==> config.mk <==
export PLATFORM = sky130hd
export DESIGN_NAME = frame_hop_scheduler
export DESIGN_NICKNAME = d
export VERILOG_FILES = /design/src/rtl/frame_sched_pkg.sv /design/src/rtl/fsch_slot_seq.sv /design/src/rtl/fsch_bind_timer.sv /design/src/rtl/fsch_hop_sel.sv /design/src/rtl/frame_hop_scheduler.sv
export SDC_FILE = /design/constraint.sdc
export NUM_CORES = 1
export LEC_CHECK = 0
export ABC_AREA = 0
export BUFFER_PORTS_ARGS = -buffer_cell sky130_fd_sc_hd__clkbuf_2
export CORE_ASPECT_RATIO = 1.2
export CORE_MARGIN = 1.5
export CORE_UTILIZATION = 45
export CTS_BUF_LIST = sky130_fd_sc_hd__clkbuf_4 sky130_fd_sc_hd__clkbuf_8
export DETAILED_ROUTE_END_ITERATION = 10
export PLACE_DENSITY = 0.75
export RECOVER_POWER = 100
export SLEW_MARGIN = 30
export SYNTH_ARGS = -nofsm -noshare
export SYNTH_HDL_FRONTEND = slang
export SYNTH_HIERARCHICAL = 1
export SYNTH_SLANG_ARGS = --single-unit
==> constraint.sdc <==
create_clock -name clk -period 2 [get_ports clk]
set_input_delay 0.4 -clock clk [delete_from_list [all_inputs] [get_ports clk]]
set_output_delay 0.4 -clock clk [all_outputs]
set_load 0.01 [all_outputs]
==> src/rtl/frame_sched_pkg.sv <==
package frame_sched_pkg;
  parameter int CH_W = 8;

  typedef enum logic [1:0] {SLOT_SHORT, SLOT_REBUILD, SLOT_HOP} slot_kind_e;

  // Classify the slot count a tick would move to.
  function automatic slot_kind_e classify_slot(int unsigned nxt, int unsigned cycle,
                                               int unsigned rebuild_slot);
    if (nxt >= cycle)            return SLOT_HOP;
    else if (nxt == rebuild_slot) return SLOT_REBUILD;
    else                          return SLOT_SHORT;
  endfunction

  // Channel used for a hop while pairing.
  function automatic logic [CH_W-1:0] ladder_channel(logic [CH_W-1:0] base,
                                                     int unsigned idx, int unsigned shift);
    logic [CH_W-1:0] step;
    step = CH_W'(idx << shift);
    return base + step;
  endfunction
endpackage

==> src/rtl/fsch_slot_seq.sv <==
module fsch_slot_seq
  import frame_sched_pkg::*;
#(
  parameter int CYCLE        = 6,
  parameter int REBUILD_SLOT = 3,
  parameter int SHORT_US     = 1183,
  parameter int LONG_US      = 3400,
  parameter int DELAY_W      = 12
) (
  input  logic               clk,
  input  logic               rst_n,
  input  logic               start_i,
  input  logic               tick_i,
  output logic [DELAY_W-1:0] delay_o,
  output logic               rebuild_o,
  output logic               hop_evt_o
);
  localparam int CNT_W = $clog2(CYCLE + 1);

  logic [CNT_W-1:0] cnt_q;
  logic [CNT_W-1:0] cnt_nxt;
  slot_kind_e       kind;

  assign cnt_nxt   = cnt_q + CNT_W'(1);
  assign kind      = classify_slot(int'(cnt_nxt), CYCLE, REBUILD_SLOT);
  assign hop_evt_o = tick_i && !start_i && (kind == SLOT_HOP);

  always_ff @(posedge clk) begin
    if (!rst_n) begin
      cnt_q     <= '0;
      delay_o   <= '0;
      rebuild_o <= 1'b0;
    end else begin
      rebuild_o <= 1'b0;
      if (start_i) begin
        cnt_q     <= '0;
        delay_o   <= DELAY_W'(LONG_US);
        rebuild_o <= 1'b1;
      end else if (tick_i) begin
        unique case (kind)
          SLOT_SHORT: begin
            cnt_q   <= cnt_nxt;
            delay_o <= DELAY_W'(SHORT_US);
          end
          SLOT_REBUILD: begin
            cnt_q     <= cnt_nxt;
            delay_o   <= DELAY_W'(LONG_US);
            rebuild_o <= 1'b1;
          end
          default: begin
            cnt_q     <= '0;
            delay_o   <= DELAY_W'(LONG_US);
            rebuild_o <= 1'b1;
          end
        endcase
      end
    end
  end

  // the slot count never reaches the cycle length
  p_cnt_range_r6: assert property (@(posedge clk) disable iff (!rst_n)
    int'(cnt_q) < CYCLE);
  // a rebuild pulse always comes with the long gap
  p_rebuild_long_r5: assert property (@(posedge clk) disable iff (!rst_n)
    rebuild_o |-> delay_o == DELAY_W'(LONG_US));
  // a tick without start or hop or rebuild gives the short gap next cycle
  p_short_gap_r4: assert property (@(posedge clk) disable iff (!rst_n)
    (tick_i && !start_i && kind == SLOT_SHORT) |=> (delay_o == DELAY_W'(SHORT_US) && !rebuild_o));
endmodule

==> src/rtl/fsch_bind_timer.sv <==
module fsch_bind_timer #(
  parameter int BIND_FRAMES = 2600
) (
  input  logic clk,
  input  logic rst_n,
  input  logic start_i,
  input  logic tick_i,
  output logic bind_now_o,
  output logic bind_active_o
);
  localparam int BC_W = $clog2(BIND_FRAMES + 1);

  logic [BC_W-1:0] cnt_q;
  logic            last_frame;

  assign last_frame = tick_i && bind_active_o && (cnt_q == BC_W'(1));
  // Pairing state as seen by this tick's slot logic (countdown first)
  assign bind_now_o = start_i ? 1'b1 : (bind_active_o && !last_frame);

  always_ff @(posedge clk) begin
    if (!rst_n) begin
      cnt_q         <= '0;
      bind_active_o <= 1'b0;
    end else if (start_i) begin
      cnt_q         <= BC_W'(BIND_FRAMES);
      bind_active_o <= 1'b1;
    end else if (tick_i && cnt_q != '0) begin
      cnt_q         <= cnt_q - BC_W'(1);
      bind_active_o <= bind_now_o;
    end
  end

  // the flag is high exactly while frames remain in the countdown
  p_flag_matches_count_r9: assert property (@(posedge clk) disable iff (!rst_n)
    bind_active_o == (cnt_q != '0));
  // once low it stays low until a start
  p_stays_low_r9: assert property (@(posedge clk) disable iff (!rst_n)
    (!bind_active_o && !start_i) |=> !bind_active_o);
endmodule

==> src/rtl/fsch_hop_sel.sv <==
module fsch_hop_sel
  import frame_sched_pkg::*;
#(
  parameter int              NUM_CH     = 4,
  parameter logic [CH_W-1:0] BIND_BASE  = 8'h30,
  parameter int              BIND_SHIFT = 3
) (
  input  logic                   clk,
  input  logic                   rst_n,
  input  logic                   start_i,
  input  logic                   hop_evt_i,
  input  logic                   bind_now_i,
  input  logic [NUM_CH*CH_W-1:0] table_i,
  output logic [CH_W-1:0]        channel_o,
  output logic                   chg_o
);
  localparam int IDX_W = (NUM_CH > 1) ? $clog2(NUM_CH) : 1;

  logic [CH_W-1:0]  tbl [NUM_CH];
  logic [IDX_W-1:0] idx_q;
  logic [IDX_W-1:0] idx_nxt;

  for (genvar k = 0; k < NUM_CH; k++) begin : g_unpack
    assign tbl[k] = table_i[k*CH_W +: CH_W];
  end

  assign idx_nxt = (int'(idx_q) == NUM_CH - 1) ? '0 : idx_q + IDX_W'(1);

  always_ff @(posedge clk) begin
    if (!rst_n) begin
      idx_q     <= '0;
      channel_o <= '0;
      chg_o     <= 1'b0;
    end else begin
      chg_o <= 1'b0;
      if (start_i) begin
        idx_q     <= '0;
        channel_o <= tbl[0];
        chg_o     <= 1'b1;
      end else if (hop_evt_i) begin
        idx_q     <= idx_nxt;
        channel_o <= bind_now_i ? ladder_channel(BIND_BASE, int'(idx_nxt), BIND_SHIFT)
                                : tbl[idx_nxt];
        chg_o     <= 1'b1;
      end
    end
  end

  // each hop moves the index by exactly one position
  p_index_steps_r6: assert property (@(posedge clk) disable iff (!rst_n)
    (hop_evt_i && !start_i) |=> (idx_q != $past(idx_q)));
  // a pairing hop lands on the ladder grid
  p_ladder_grid_r7: assert property (@(posedge clk) disable iff (!rst_n)
    (hop_evt_i && !start_i && bind_now_i) |=> ((channel_o - BIND_BASE) % (1 << BIND_SHIFT) == 0));
endmodule

==> src/rtl/frame_hop_scheduler.sv <==
module frame_hop_scheduler
  import frame_sched_pkg::*;
#(
  parameter int              NUM_CH       = 4,
  parameter int              CYCLE        = 6,
  parameter int              REBUILD_SLOT = 3,
  parameter int              SHORT_US     = 1183,
  parameter int              LONG_US      = 3400,
  parameter int              DELAY_W      = 12,
  parameter int              BIND_FRAMES  = 2600,
  parameter logic [CH_W-1:0] BIND_BASE    = 8'h30,
  parameter int              BIND_SHIFT   = 3
) (
  input  logic                   clk,
  input  logic                   rst_n,
  input  logic                   start_i,
  input  logic                   frame_tick_i,
  input  logic [NUM_CH*CH_W-1:0] chan_table_i,
  output logic [DELAY_W-1:0]     next_delay_us_o,
  output logic                   rebuild_o,
  output logic [CH_W-1:0]        rf_channel_o,
  output logic                   chan_change_o,
  output logic                   bind_active_o
);
  logic armed_q;
  logic tick_live;
  logic hop_evt;
  logic bind_now;

  always_ff @(posedge clk) begin
    if (!rst_n)       armed_q <= 1'b0;
    else if (start_i) armed_q <= 1'b1;
  end

  assign tick_live = frame_tick_i && armed_q;

  fsch_slot_seq #(
    .CYCLE(CYCLE), .REBUILD_SLOT(REBUILD_SLOT), .SHORT_US(SHORT_US),
    .LONG_US(LONG_US), .DELAY_W(DELAY_W)
  ) slot_i (
    .clk(clk), .rst_n(rst_n), .start_i(start_i), .tick_i(tick_live),
    .delay_o(next_delay_us_o), .rebuild_o(rebuild_o), .hop_evt_o(hop_evt)
  );

  fsch_bind_timer #(.BIND_FRAMES(BIND_FRAMES)) bind_i (
    .clk(clk), .rst_n(rst_n), .start_i(start_i), .tick_i(tick_live),
    .bind_now_o(bind_now), .bind_active_o(bind_active_o)
  );

  fsch_hop_sel #(
    .NUM_CH(NUM_CH), .BIND_BASE(BIND_BASE), .BIND_SHIFT(BIND_SHIFT)
  ) hop_i (
    .clk(clk), .rst_n(rst_n), .start_i(start_i), .hop_evt_i(hop_evt),
    .bind_now_i(bind_now), .table_i(chan_table_i),
    .channel_o(rf_channel_o), .chg_o(chan_change_o)
  );

  // every channel change comes with a rebuild
  p_change_rebuilds_r6: assert property (@(posedge clk) disable iff (!rst_n)
    chan_change_o |-> rebuild_o);
  // quiet cycles produce no strobe
  p_quiet_no_strobe_r10: assert property (@(posedge clk) disable iff (!rst_n)
    (!frame_tick_i && !start_i) |=> (!rebuild_o && !chan_change_o));
  // outputs hold across quiet cycles
  p_quiet_hold_r10: assert property (@(posedge clk) disable iff (!rst_n)
    (!frame_tick_i && !start_i) |=> ($stable(next_delay_us_o) && $stable(rf_channel_o)));
  // ticks before the first start change nothing
  p_unarmed_ignored_r3: assert property (@(posedge clk) disable iff (!rst_n)
    (!armed_q && !start_i) |=> (!rebuild_o && !chan_change_o && !bind_active_o));
  // start yields a change and a rebuild with pairing active
  p_start_init_r2: assert property (@(posedge clk) disable iff (!rst_n)
    start_i |=> (chan_change_o && rebuild_o && bind_active_o));
endmodule

Yosys cells after proc, flatten, opt, wreduce, memory -nomap -nowiden:

Cells that the tools add are included.

* add/subtract/negate cells: 4
* multiply operators: 0
* div/mod/pow operators: 0
* magnitude comparators: 2
* equal/unequal tests: 5
* shifts and indexed selects: 0
* mux-type cells: 23
* bitwise gates (word level): 2
* reductions and logical operators: 16

Operators with widths (number)
* 12-bit two-way mux: 5
* 8-bit two-way mux: 5
* 8-bit binary-select mux with 2-bit select: 1
* 12-bit by 1-bit == test with 1-bit output, second input constant: 1
* 12-bit nonzero test: 1
* 12-bit by 1-bit subtractor with 12-bit output, second input constant: 1
* 1-bit two-way mux: 9
* 6-bit by 5-bit adder with 7-bit output, first input constant: 1
* 1-bit logical AND: 7
* 3-bit >= comparator, second input constant: 2
* 2-bit nonzero test: 3
* 2-bit by 1-bit == test with 1-bit output, second input constant: 2
* 2-bit two-way mux: 2
* 2-bit OR reduction: 2
* 3-bit by 1-bit adder with 3-bit output, second input constant: 1
* 3-bit by 2-bit == test with 1-bit output, second input constant: 1
* 3-bit two-way mux: 1
* 2-bit inverter with 3-bit output: 1
* 2-bit by 1-bit adder with 2-bit output, second input constant: 1
* 2-bit == test, second input constant: 1
* 1-bit zero test: 2
* 2-bit zero test: 1
* 1-bit inverter: 1

* bits in registers: 41
* latch bits: 0
* RAM bits: 0
* ROM bits: 0
* input port bits: 36
* output and inout bits: 23
* logic and storage cells: 63
* memories kept: 0

Longest topological paths before layout:

Gate-level depths: netlist of run 1.

* word-level depth: 9
* gate-level depth with buffers: 9
* depth with buffers taken out: 8

Hierarchy:

The synthesis of run 1 kept the hierarchy.

Modules (own cells, without submodules)
* fsch_hop_sel: instances 1, cells an instance 69, area an instance 729.4 um^2, sequential area each 220.2 um^2
* fsch_bind_timer: instances 1, cells an instance 75, area an instance 700.7 um^2, sequential area each 260.2 um^2
* fsch_slot_seq: instances 1, cells an instance 52, area an instance 419.2 um^2, sequential area each 140.1 um^2
* frame_hop_scheduler: instances 1, cells an instance 3, area an instance 35.0 um^2, sequential area each 20.0 um^2

Worst setup path after synthesis of run 1:

No wires, ideal clock.

* path kind: register -> register
* from: reg bind_i.cnt_q[8]
* to: reg hop_i.channel_o[0]
* library setup time: 66 ps
* arrival: 1975 ps
* data required time: 1934 ps
* path slack: -41 ps
* cell stages (with the launch flop): 7
* path buffers: 0
* clock period less this slack: 2041 ps
* path through: dfxtp_1 > or3_1 > or2_2 > o32a_1 > nor3b_1 > a221oi_1 > nor2b_1

* cells in the longest elaborated chain, start to end: 8

RTL lines
* start, declared: RTL line fsch_bind_timer.sv:13 `logic [BC_W-1:0] cnt_q;`
* start signal, assigned: RTL line fsch_bind_timer.sv:25 `cnt_q <= BC_W'(BIND_FRAMES);`
* start signal, assigned: RTL line fsch_bind_timer.sv:28 `cnt_q <= cnt_q - BC_W'(1);`
* 12-bit by 1-bit == test with 1-bit output: RTL line fsch_bind_timer.sv:16 `assign last_frame = tick_i && bind_active_o && (cnt_q == BC_W'(1));`
* 1-bit logical AND: RTL line fsch_bind_timer.sv:16
* 1-bit zero test: RTL line fsch_bind_timer.sv:18 `assign bind_now_o = start_i ? 1'b1 : (bind_active_o && !last_frame);`
* 1-bit logical AND: RTL line fsch_bind_timer.sv:18
* 1-bit two-way mux: RTL line fsch_bind_timer.sv:18
* net bind_now: RTL line frame_hop_scheduler.sv:28 `logic bind_now;`
* 8-bit two-way mux: RTL line fsch_hop_sel.sv:42 `channel_o <= bind_now_i ? ladder_channel(BIND_BASE, int'(idx_nxt), BIND_SHIFT)`
* 8-bit two-way mux: RTL line fsch_hop_sel.sv:40 `end else if (hop_evt_i) begin`
* 8-bit two-way mux: RTL line fsch_hop_sel.sv:36 `if (start_i) begin`
* end signal, assigned: RTL line fsch_hop_sel.sv:38 `channel_o <= tbl[0];`
* end signal, assigned: RTL line fsch_hop_sel.sv:42
* end, declared: RTL line fsch_hop_sel.sv:14 `output logic [CH_W-1:0] channel_o,`

The timed path passes the listed nets, and every way through them passes these cells. The select of a mux whose other input is x is not followed.
A chain may end at the register's enable or synchronous reset.

Final worst setup path of run 1:

* from: reg bind_i.cnt_q[8]
* to: reg hop_i.channel_o[1]

Same word-level chain as after synthesis.

==> metrics.md, run 1 <==
| Metric | Value |
|---|---|
| Result of the run | `finished clean` |
| IR drop worst, VDD | `0.325 mV` |
| Avg Cell Area, Syn | `9.47 um2` |
| Yosys warns | `6` |
| Library cells used by synthesis | `55` |
| Rel. slew slack | `63.4%` |
| CTS sink cnt | `32` |
| Critical Path RT | `2220 ps` |
| Period utilization | `99.5%` |
| Antenna diode count | `0` |
| EDFF count, synth | `0` |
| Nets | `311` |
| Largest net degree at the start of global routing | `16` |
| Final hold vios | `0` |
| # setup viols final | `0` |
| Tightest Hold Check Type | `in -> reg` |
| CTS Hold Buffers Added | `0` |
| Setup_tns | `0 ps` |
| Post-synthesis cell count | `199` |
| Pwr Density | `650 nW/um2` |
| Port buffer count | `56` |
| Via density per instance | `5.36` |
| Register area share after synthesis | `34.0%` |
| Congestion Overflow GR | `0` |
| Slew @ Worst Pin | `547 ps` |
| Commonest non-fill, non-tap cell in the layout | `clkbuf_2` |
| Ys async rst share | `0%` |
| Io pins | `59` |
| Top FF cell, synth | `dfxtp_1` |
| Top cell type's share of synthesized area | `34.0%` |
| Multi-input gate area | `1170 um2` |
| Top cells by area, synth | `dfxtp_1, mux4_2, ha_1, mux4_1, buf_4` |
| Synth Register Bits | `32` |
| Worst Setup Path Type | `reg -> reg` |
| Most frequent cells in the layout | `clkbuf_2, dfxtp_1, clkbuf_1` |
| Crit-path max FO | `6` |
| WL final | `4.35 mm` |
| GRT Total Usage | `20.4%` |
| Detailed Route Iter0 Violations | `89` |
| Max-cap violation count | `0` |
| Vias in the first global route | `1621` |
| Clock root buffer | `clkbuf_8` |
| Reg area | `644 um2` |
| RSZ-0062 raised after global routing | `true` |
| Leak | `0.953 nW` |
| Peak Freq | `503 MHz` |
| Clock Tree Buf Depth | `2` |
| Die X | `62.1 um` |
| Vias | `1732` |
| Num rows | `25` |
| DP HPWL | `3.20 mm` |
| Critical Path AT | `2210 ps` |
| Fill cell count | `381` |
| Non-Filler Instances | `323` |
| CTS tree | `yes` |
| Endpoint class of the critical path | `flip-flop` |
| First-pass GRT wire length | `6.97 mm` |
| Htree depth | `2` |
| Die footprint | `4590 um2` |
| Hold WS | `401 ps` |
| GPL Wtd Cong | `0.787` |
| Number of buffers created by CTS | `5` |
| Die Ht | `73.9 um` |
| Worst Skew | `6.86 ps` |
| Placed insts | `312` |
| Leading area contributor after synthesis | `dfxtp_1` |
| Core area | `3970 um2` |
| Worst-path clk slew | `70 ps` |
| Type of origin of the critical path | `flip-flop` |
| Starting Density | `47.4%` |
| Routed Antenna Nets | `0` |
| Min Clock Period, post-route | `1990 ps` |
| Layout area overhead | `28.5%` |
| Fin. max-slew vios | `0` |
| Drt wl/cell | `13.5 um` |
| Remaining DRCs | `0` |
| Clock Latency Late Sink | `280 ps` |
| Syn Std Cell Area | `1880 um2` |
| Share of cells above drive strength 1 | `32.7%` |
| Drt pass-1 iters | `4` |
| Initial antenna violation count | `0` |
==> path summary, 6_finish.rpt <==
path | startpoint | endpoint | slack [ps] | cells after the start
max reg2reg | bind_i/cnt_q[8] | hop_i/channel_o[1] | 10 | 6
min reg2reg | armed_q | armed_q | 460 | 1
max | bind_i/cnt_q[8] | hop_i/channel_o[1] | 10 | 6
min | chan_table_i[7] | hop_i/channel_o[7] | 400 | 3
==> flip-flops by register name, summed over array words and instances, names as in the netlist <==
register / flops
slot_i/rebuild_o: 1
bind_i/bind_active_o: 1
hop_i/idx_q: 2
armed_q: 1
bind_i/cnt_q: 12
slot_i/cnt_q: 3
slot_i/delay_o: 3
hop_i/chg_o: 1
hop_i/channel_o: 8
==> cell type report <==
class	count	share of cell area, %
Multi-Input combinational cell	141	48.2
Inverter	12	1.86
Sequential cell	32	26.6
Timing Repair Buffer	76	16.0
Clock buffer	6	3.15
Clock inverter	2	1.45
Tap cell	54	2.79
==> synthesized netlist by cell type, types with 2 or more instances <==
master    count
a21boi_0      3
a21oi_1      10
or2_2         2
a31oi_1       4
buf_1         2
and2_1        2
nor2_1       11
mux4_2        4
a221oi_1      4
buf_4         9
nand2b_1      4
o31a_1        3
inv_1        11
dfxtp_1      32
mux2i_1       2
o21ai_0       6
ha_1          7
nor3_1        8
mux4_1        3
a211oi_1      4
nand2_1       8
o31ai_1       2
and3_1        2
nor2b_1       5
nor3b_1       7
xnor2_1       3
o21a_1        3
or3_1        10
clkbuf_1      2
==> report_power, final <==
part	internal (mW)	total [mW]	switching (mW)
logic	0.131	0.259	0.128
clock network	0.383	0.624	0.241
registers	0.667	0.690	0.0228
==> critical path, stage by stage, from the launching register on <==
cell	delay, ps
dfxtp_2	320
or3_4	370
or2_4	240
o32a_4	400
nor3b_4	350
a221oi_2	110
nor2b_1	130
==> logic make-up after synthesis <==
kind of cell	share of synthesized area [%]
multiplexers	10.6
XOR/XNOR	1.86
adder cells (fa/ha/maj)	4.65
AO/OA/AOI/OAI	17.3
buffers and inverters	7.64
AND/OR/NAND/NOR	23.7
flip-flops	34.0
other	0.199
==> through the flow <==
stage / area (um2) / setup WS, ps / power (mW) / util, %
final: 2420 / 10.9 / 1.57 / 60.9
after global routing: 2420 / -58.2 / 1.66 / 60.9
after CTS: 2400 / 18.1 / 1.58 / 60.4
after detailed placement: 2270 / -119 / 0.950 / 57.1
after global placement: 2270 / -15.3 / 0.944 / 57.1
after floorplan: 1890 / 0.897 / 0.850 / -
==> what timing repair did <==
action                                  in CTS  in global routing
gates resized for setup                      3                 14
pin swaps                                    2                  5
endpoints found under the setup margin       7                  8
buffers inserted                             0                  3
hold endpoints to repair                     0                  0
==> layer usage <==
layer  part of all wire [%]  GRT usage [%]  wire length (um)
met4                    1.1           7.09                49
met3                    5.3           5.46               229
met5                      0              0                 0
met1                     44           23.7              1900
met2                     50           35.1              2170
Note: power is estimated with default switching activity, not from simulation.
==> run 2, diff against run 1 <==
- SETUP_SLACK_MARGIN: not set -> 0.15
==> metrics.md, run 2 (synthesis results as in run 1) <==
| Metric | Value |
|---|---|
| Worst Setup Path Type | `reg -> reg (unchanged)` |
| Max-cap violation count | `0 (unchanged)` |
| Port buffer count | `56 (unchanged)` |
| Worst Skew | `2.41 ps (was 6.86 ps)` |
| Max reg flops | `12 (unchanged)` |
| Crit-path max FO | `5 (was 6)` |
| Htree depth | `2 (unchanged)` |
| Int Power | `1.12 mW (was 1.18 mW)` |
| Clock Tree Buf Depth | `2 (unchanged)` |
| Setup_tns | `0 ps (unchanged)` |
| Sw power | `0.394 mW (was 0.392 mW)` |
| Largest net degree at the start of global routing | `17 (was 16)` |
| GPL Wtd Cong | `0.829 (was 0.787)` |
| Fin. max-slew vios | `0 (unchanged)` |
| Congestion Overflow GR | `0 (unchanged)` |
| Die Ht | `73.9 um (unchanged)` |
| Result of the run | `finished clean (unchanged)` |
| Routed Antenna Nets | `0 (unchanged)` |
| Core area | `3970 um2 (unchanged)` |
| IR drop worst, VDD | `0.304 mV (was 0.325 mV)` |
| Leak | `0.990 nW (was 0.953 nW)` |
| Seq pwr share | `45.9% (was 43.9%)` |
| Slew @ Worst Pin | `737 ps (was 547 ps)` |
| Antenna diode count | `0 (unchanged)` |
| Clock network fraction of total power | `35.5% (was 39.7%)` |
| Nets | `315 (was 311)` |
| Commonest non-fill, non-tap cell in the layout | `clkbuf_2 (unchanged)` |
| R2r startpoint | `bind_i/cnt_q[9] (was bind_i/cnt_q[8])` |
| Final hold vios | `0 (unchanged)` |
| CTS tree | `yes (unchanged)` |
| # setup viols final | `0 (unchanged)` |
| Non-Filler Instances | `327 (was 323)` |
| Via density per instance | `5.46 (was 5.36)` |
| Starting Density | `47.4% (unchanged)` |
| Peak Freq | `532 MHz (was 503 MHz)` |
| Io pins | `59 (unchanged)` |
| Die footprint | `4590 um2 (unchanged)` |
| Util after Layout | `63.2% (was 60.9%)` |
| Num rows | `25 (unchanged)` |
| Clock root buffer | `clkbuf_8 (unchanged)` |
| CTS sink cnt | `32 (unchanged)` |
| DP Area | `2280 um2 (was 2270 um2)` |
| Tightest Hold Check Type | `in -> reg (unchanged)` |
| Number of buffers created by CTS | `5 (unchanged)` |
| Rel. slew slack | `50.8% (was 63.4%)` |
| Drt pass-1 iters | `4 (unchanged)` |
| Sw Ratio | `26.0% (was 24.9%)` |
| First-pass GRT wire length | `7.39 mm (was 6.97 mm)` |
| Remaining DRCs | `0 (unchanged)` |
| Critical path origin | `bind_i/cnt_q[9] (was bind_i/cnt_q[8])` |
| Biggest regs | `bind_i/cnt_q: 12 flops, hop_i/channel_o: 8 flops (unchanged)` |
| Initial antenna violation count | `0 (unchanged)` |
| Design Area, Final | `2510 um2 (was 2420 um2)` |
| Critical Path RT | `2220 ps (about the same)` |
| Drt wl/cell | `14.4 um (was 13.5 um)` |
| Min-delay src | `rst_n (was chan_table_i[7])` |
| DP HPWL | `3.17 mm (was 3.20 mm)` |
| Min Clock Period, post-route | `1880 ps (was 1990 ps)` |
| GRT Total Usage | `21.6% (was 20.4%)` |
| Period utilization | `94.0% (was 99.5%)` |
| Die X | `62.1 um (unchanged)` |
| Vias | `1784 (was 1732)` |
| Clock Latency Late Sink | `280 ps (about the same)` |
| Critical Path AT | `2100 ps (was 2210 ps)` |
| RSZ-0062 raised after global routing | `true (unchanged)` |
| WL final | `4.70 mm (was 4.35 mm)` |
| Largest Register | `bind_i/cnt_q (unchanged)` |
| Pwr Density | `602 nW/um2 (was 650 nW/um2)` |
| Worst-path clk slew | `60 ps (was 70 ps)` |
| CTS Hold Buffers Added | `0 (unchanged)` |
| Most frequent cells in the layout | `clkbuf_2, dfxtp_1, clkbuf_1 (unchanged)` |
| Combinational power share | `18.6% (was 16.5%)` |
| Placed insts | `312 (unchanged)` |
| Type of origin of the critical path | `flip-flop (unchanged)` |
| Vias in the first global route | `1713 (was 1621)` |
| Share of cells above drive strength 1 | `36.6% (was 32.7%)` |
| Detailed Route Iter0 Violations | `84 (was 89)` |
| Layout area overhead | `33.3% (was 28.5%)` |
| Endpoint class of the critical path | `flip-flop (unchanged)` |
[run 2: cell count changes in the layout (fill, tap and decap cells not counted), sizes merged]
cell | previous run | this run
o32a | 1 | 2
clkbuf | 66 | 65
buf | 16 | 22
clkinv | 1 | 0
bufinv | 1 | 0
[run 2: final cells by class]
type / instances / area [um2]
Clock buffer: 8 / 97.6
Fill cell: 377 / 1460
Inverter: 12 / 47.5
Multi-Input combinational cell: 142 / 1230
Sequential cell: 32 / 647
Tap cell: 54 / 67.6
Timing Repair Buffer: 79 / 422
[run 2: repair_timing]
item,CTS,global route
pin swaps,3,8
gates resized for setup,10,24
setup endpoints to repair,8,19
gates cloned,1,0
setup buffers,1,5
[run 2: power by group through the flow]
stage | combinational [mW] | sequential [mW] | clock (mW)
2_1_floorplan | 0.142 | 0.710 | 0
3_3_place_gp | 0.242 | 0.704 | 0
3_5_place_dp | 0.246 | 0.705 | 0
4_1_cts | 0.266 | 0.693 | 0.547
5_1_grt | 0.309 | 0.699 | 0.581
6_report | 0.281 | 0.694 | 0.537
[run 2: final timing paths]
check	to	slack, ps	depth (start not counted)
hold reg to reg	armed_q	470	1
setup / recovery	hop_i/channel_o[0]	120	6
hold / removal	armed_q	370	2
setup reg to reg	hop_i/channel_o[0]	120	6
[run 2: routing by layer]
layer  vias to the layer above  GRT usage, %  wire length [um]
met2                        54          36.7              2340
met1                       848          25.1              2030
met4                         0          7.33                68
met3                         6          6.34               260
met5                         -             0                 0
li1                        876             -                 -
[run 2: worst max-delay path: stages (launching register included)]
cell	delay [ps]
dfxtp_1	310
or3_4	380
or2_4	240
o32a_4	360
nor3b_4	280
a221oi_1	130
nor2b_1	110
[run 2: metrics by stage]
stage,power (mW),hold slack (ps),worst slack [ps]
final,1.51,370,121
after detailed placement,0.952,456,-0.427
after CTS,1.51,364,100
after global placement,0.946,459,22.3
after global routing,1.59,368,3.43
after floorplan,0.852,440,72.4
==> run 3, diff against run 2 <==
- CORE_UTILIZATION: 45 -> 36
- PLACE_DENSITY: 0.75 -> not set
- RECOVER_POWER: 100 -> 50
==> metrics.md, run 3 (synthesis results as in run 1) <==
| Metric | Value |
|---|---|
| CP Cell Sequence | `or3_4, or2_4, o32a_4, nor3b_4, a221oi_1, nor2b_1 (unchanged)` |
| Max-cap violation count | `0 (unchanged)` |
| Crit-path max FO | `8 (was 5)` |
| Die footprint | `5680 um2 (was 4590 um2)` |
| Worst Setup Path Type | `reg -> reg (unchanged)` |
| Placed insts | `320 (was 312)` |
| Endpoint class of the critical path | `flip-flop (unchanged)` |
| Setup WS pre-CTS | `-14.7 ps (was -0.427 ps)` |
| Hold path depth | `3 (was 2)` |
| Largest net degree at the start of global routing | `28 (was 17)` |
| DP Area | `2300 um2 (was 2280 um2)` |
| Clock network fraction of total power | `34.7% (was 35.5%)` |
| Die X | `69.0 um (was 62.1 um)` |
| Clock root buffer | `clkbuf_8 (unchanged)` |
| Num rows | `28 (was 25)` |
| Worst Skew | `3.21 ps (was 2.41 ps)` |
| Min Clock Period, post-route | `1920 ps (was 1880 ps)` |
| CTS sink cnt | `32 (unchanged)` |
| CP top delay family | `simple AND/OR/NAND/NOR gates (unchanged)` |
| CTS tree | `yes (unchanged)` |
| Tightest Hold Check Type | `in -> reg (unchanged)` |
| Io pins | `59 (unchanged)` |
| Routed Antenna Nets | `0 (unchanged)` |
| Length in cells of the worst reg-to-reg path | `6 (unchanged)` |
| Drt wl/cell | `13.3 um (was 14.4 um)` |
| Critical path depth in cells | `6 (unchanged)` |
| GPL Wtd Cong | `0.789 (was 0.829)` |
| Critical Path RT | `2220 ps (about the same)` |
| Commonest non-fill, non-tap cell in the layout | `clkbuf_2 (unchanged)` |
| Type of origin of the critical path | `flip-flop (unchanged)` |
| Most frequent cells in the layout | `clkbuf_2, dfxtp_1, clkbuf_1 (unchanged)` |
| Starting Density | `37.9% (was 47.4%)` |
| DP HPWL | `3.19 mm (was 3.17 mm)` |
| Detailed Route Iter0 Violations | `67 (was 84)` |
| Antenna diode count | `0 (unchanged)` |
| Period utilization | `96.0% (was 94.0%)` |
| Combinational power share | `18.9% (was 18.6%)` |
| Max reg flops | `12 (unchanged)` |
| Die Ht | `82.3 um (was 73.9 um)` |
| Worst-path clk slew | `70 ps (was 60 ps)` |
| Critical Path AT | `2140 ps (was 2100 ps)` |
| Clock Tree Buf Depth | `2 (unchanged)` |
| Pwr Density | `587 nW/um2 (was 602 nW/um2)` |
| Rel. slew slack | `58.6% (was 50.8%)` |
| Port buffer count | `56 (unchanged)` |
| Core area | `4970 um2 (was 3970 um2)` |
| Congestion Overflow GR | `0 (unchanged)` |
| Drt pass-1 iters | `4 (unchanged)` |
| Htree depth | `2 (unchanged)` |
| IR drop worst, VDD | `0.231 mV (was 0.304 mV)` |
| Final hold vios | `0 (unchanged)` |
| RSZ-0062 raised after global routing | `true (unchanged)` |
| Fill cell count | `488 (was 377)` |
| Slowest cell on the critical path | `or3_4 (unchanged)` |
| Nets | `315 (unchanged)` |
| Remaining DRCs | `0 (unchanged)` |
| Share of cells above drive strength 1 | `37.0% (was 36.6%)` |
| Slew @ Worst Pin | `622 ps (was 737 ps)` |
| Design Area, Final | `2530 um2 (was 2510 um2)` |
| Util after Layout | `50.9% (was 63.2%)` |
| CP bufs+invs | `0 (unchanged)` |
| Vias in the first global route | `1630 (was 1713)` |
| Layout area overhead | `34.3% (was 33.3%)` |
| Leak | `0.998 nW (was 0.990 nW)` |
| Number of buffers created by CTS | `5 (unchanged)` |
| CP peak stage delay | `380 ps (about the same)` |
| Sw power | `0.400 mW (was 0.394 mW)` |
| Non-Filler Instances | `333 (was 327)` |
| Initial antenna violation count | `0 (unchanged)` |
| Clock Latency Late Sink | `280 ps (about the same)` |
| WL final | `4.43 mm (was 4.70 mm)` |
| Seq pwr share | `46.4% (was 45.9%)` |
| Result of the run | `finished clean (unchanged)` |
| Largest Register | `bind_i/cnt_q (unchanged)` |
| Hold WS | `399 ps (was 370 ps)` |
| CTS Hold Buffers Added | `0 (unchanged)` |
| GRT Total Usage | `15.6% (was 21.6%)` |
| Sw Ratio | `27.0% (was 26.0%)` |
| # setup viols final | `0 (unchanged)` |
| Fin. max-slew vios | `0 (unchanged)` |
| Int Power | `1.09 mW (was 1.12 mW)` |
| Vias | `1751 (was 1784)` |
| First-pass GRT wire length | `7.13 mm (was 7.39 mm)` |
| Peak Freq | `521 MHz (was 532 MHz)` |
| Biggest regs | `bind_i/cnt_q: 12 flops, hop_i/channel_o: 8 flops (unchanged)` |
| Via density per instance | `5.26 (was 5.46)` |
| Final worst slack | `80.8 ps (was 121 ps)` |
## run 3: changes by cell type in the layout (fill, tap and decap cells not counted), sizes merged
cell    delta
clkinv     +2
buf        +1
o32a       -1
clkbuf     -2
## run 3: through the flow
step	setup TNS [ps]	power (mW)
finish	0	1.49
floorplan	0	0.852
global placement	0	0.955
detailed placement	-20.1	0.957
global route	-4.10	1.57
CTS	0	1.49
## run 3: final cells by class
class	count	area (um2)	area share [%]
multi-input cells	141	1230	48.5
flip-flops and latches	32	644	25.5
repair buffers	80	445	17.6
clock buffers	6	82.6	3.26
well taps	60	75.1	2.97
inverters	12	45.0	1.78
clock inverters	2	10.0	0.396
## run 3: worst min-delay path, delay by kind of cell
kind,cells,cell delay [ps]
AO/OA/AOI/OAI,1,60
buffers and inverters,1,100
AND/OR/NAND/NOR,1,90
## run 3: what timing repair did
| action | in CTS | in global routing |
|---|---|---|
| pin swaps | 1 | 9 |
| endpoints found under the setup margin | 9 | 14 |
| resized for setup | 10 | 16 |
| buffers inserted | 1 | 4 |
## run 3: power by group through the flow
stage	logic [mW]	clock network, mW	registers (mW)
floorplan	0.142	0	0.710
global placement	0.254	0	0.701
detailed placement	0.256	0	0.702
CTS	0.270	0.532	0.690
global route	0.309	0.564	0.693
finish	0.281	0.515	0.690
## run 3: path summary, 6_finish.rpt
| path | from | to | slack [ps] |
|---|---|---|---|
| max | bind_i/cnt_q[9] | hop_i/channel_o[0] | 80 |
| min | chan_table_i[2] | hop_i/channel_o[2] | 400 |
| max reg2reg | bind_i/cnt_q[9] | hop_i/channel_o[0] | 80 |
| min reg2reg | armed_q | armed_q | 460 |
## run 3: layer usage
layer | vias up | GRT usage, % | routed length, um
met5 | - | 0 | 0
met4 | 0 | 6.08 | 83
met3 | 8 | 3.76 | 220
met2 | 58 | 27.8 | 2120
met1 | 811 | 18.3 | 2010
li1 | 874 | - | -
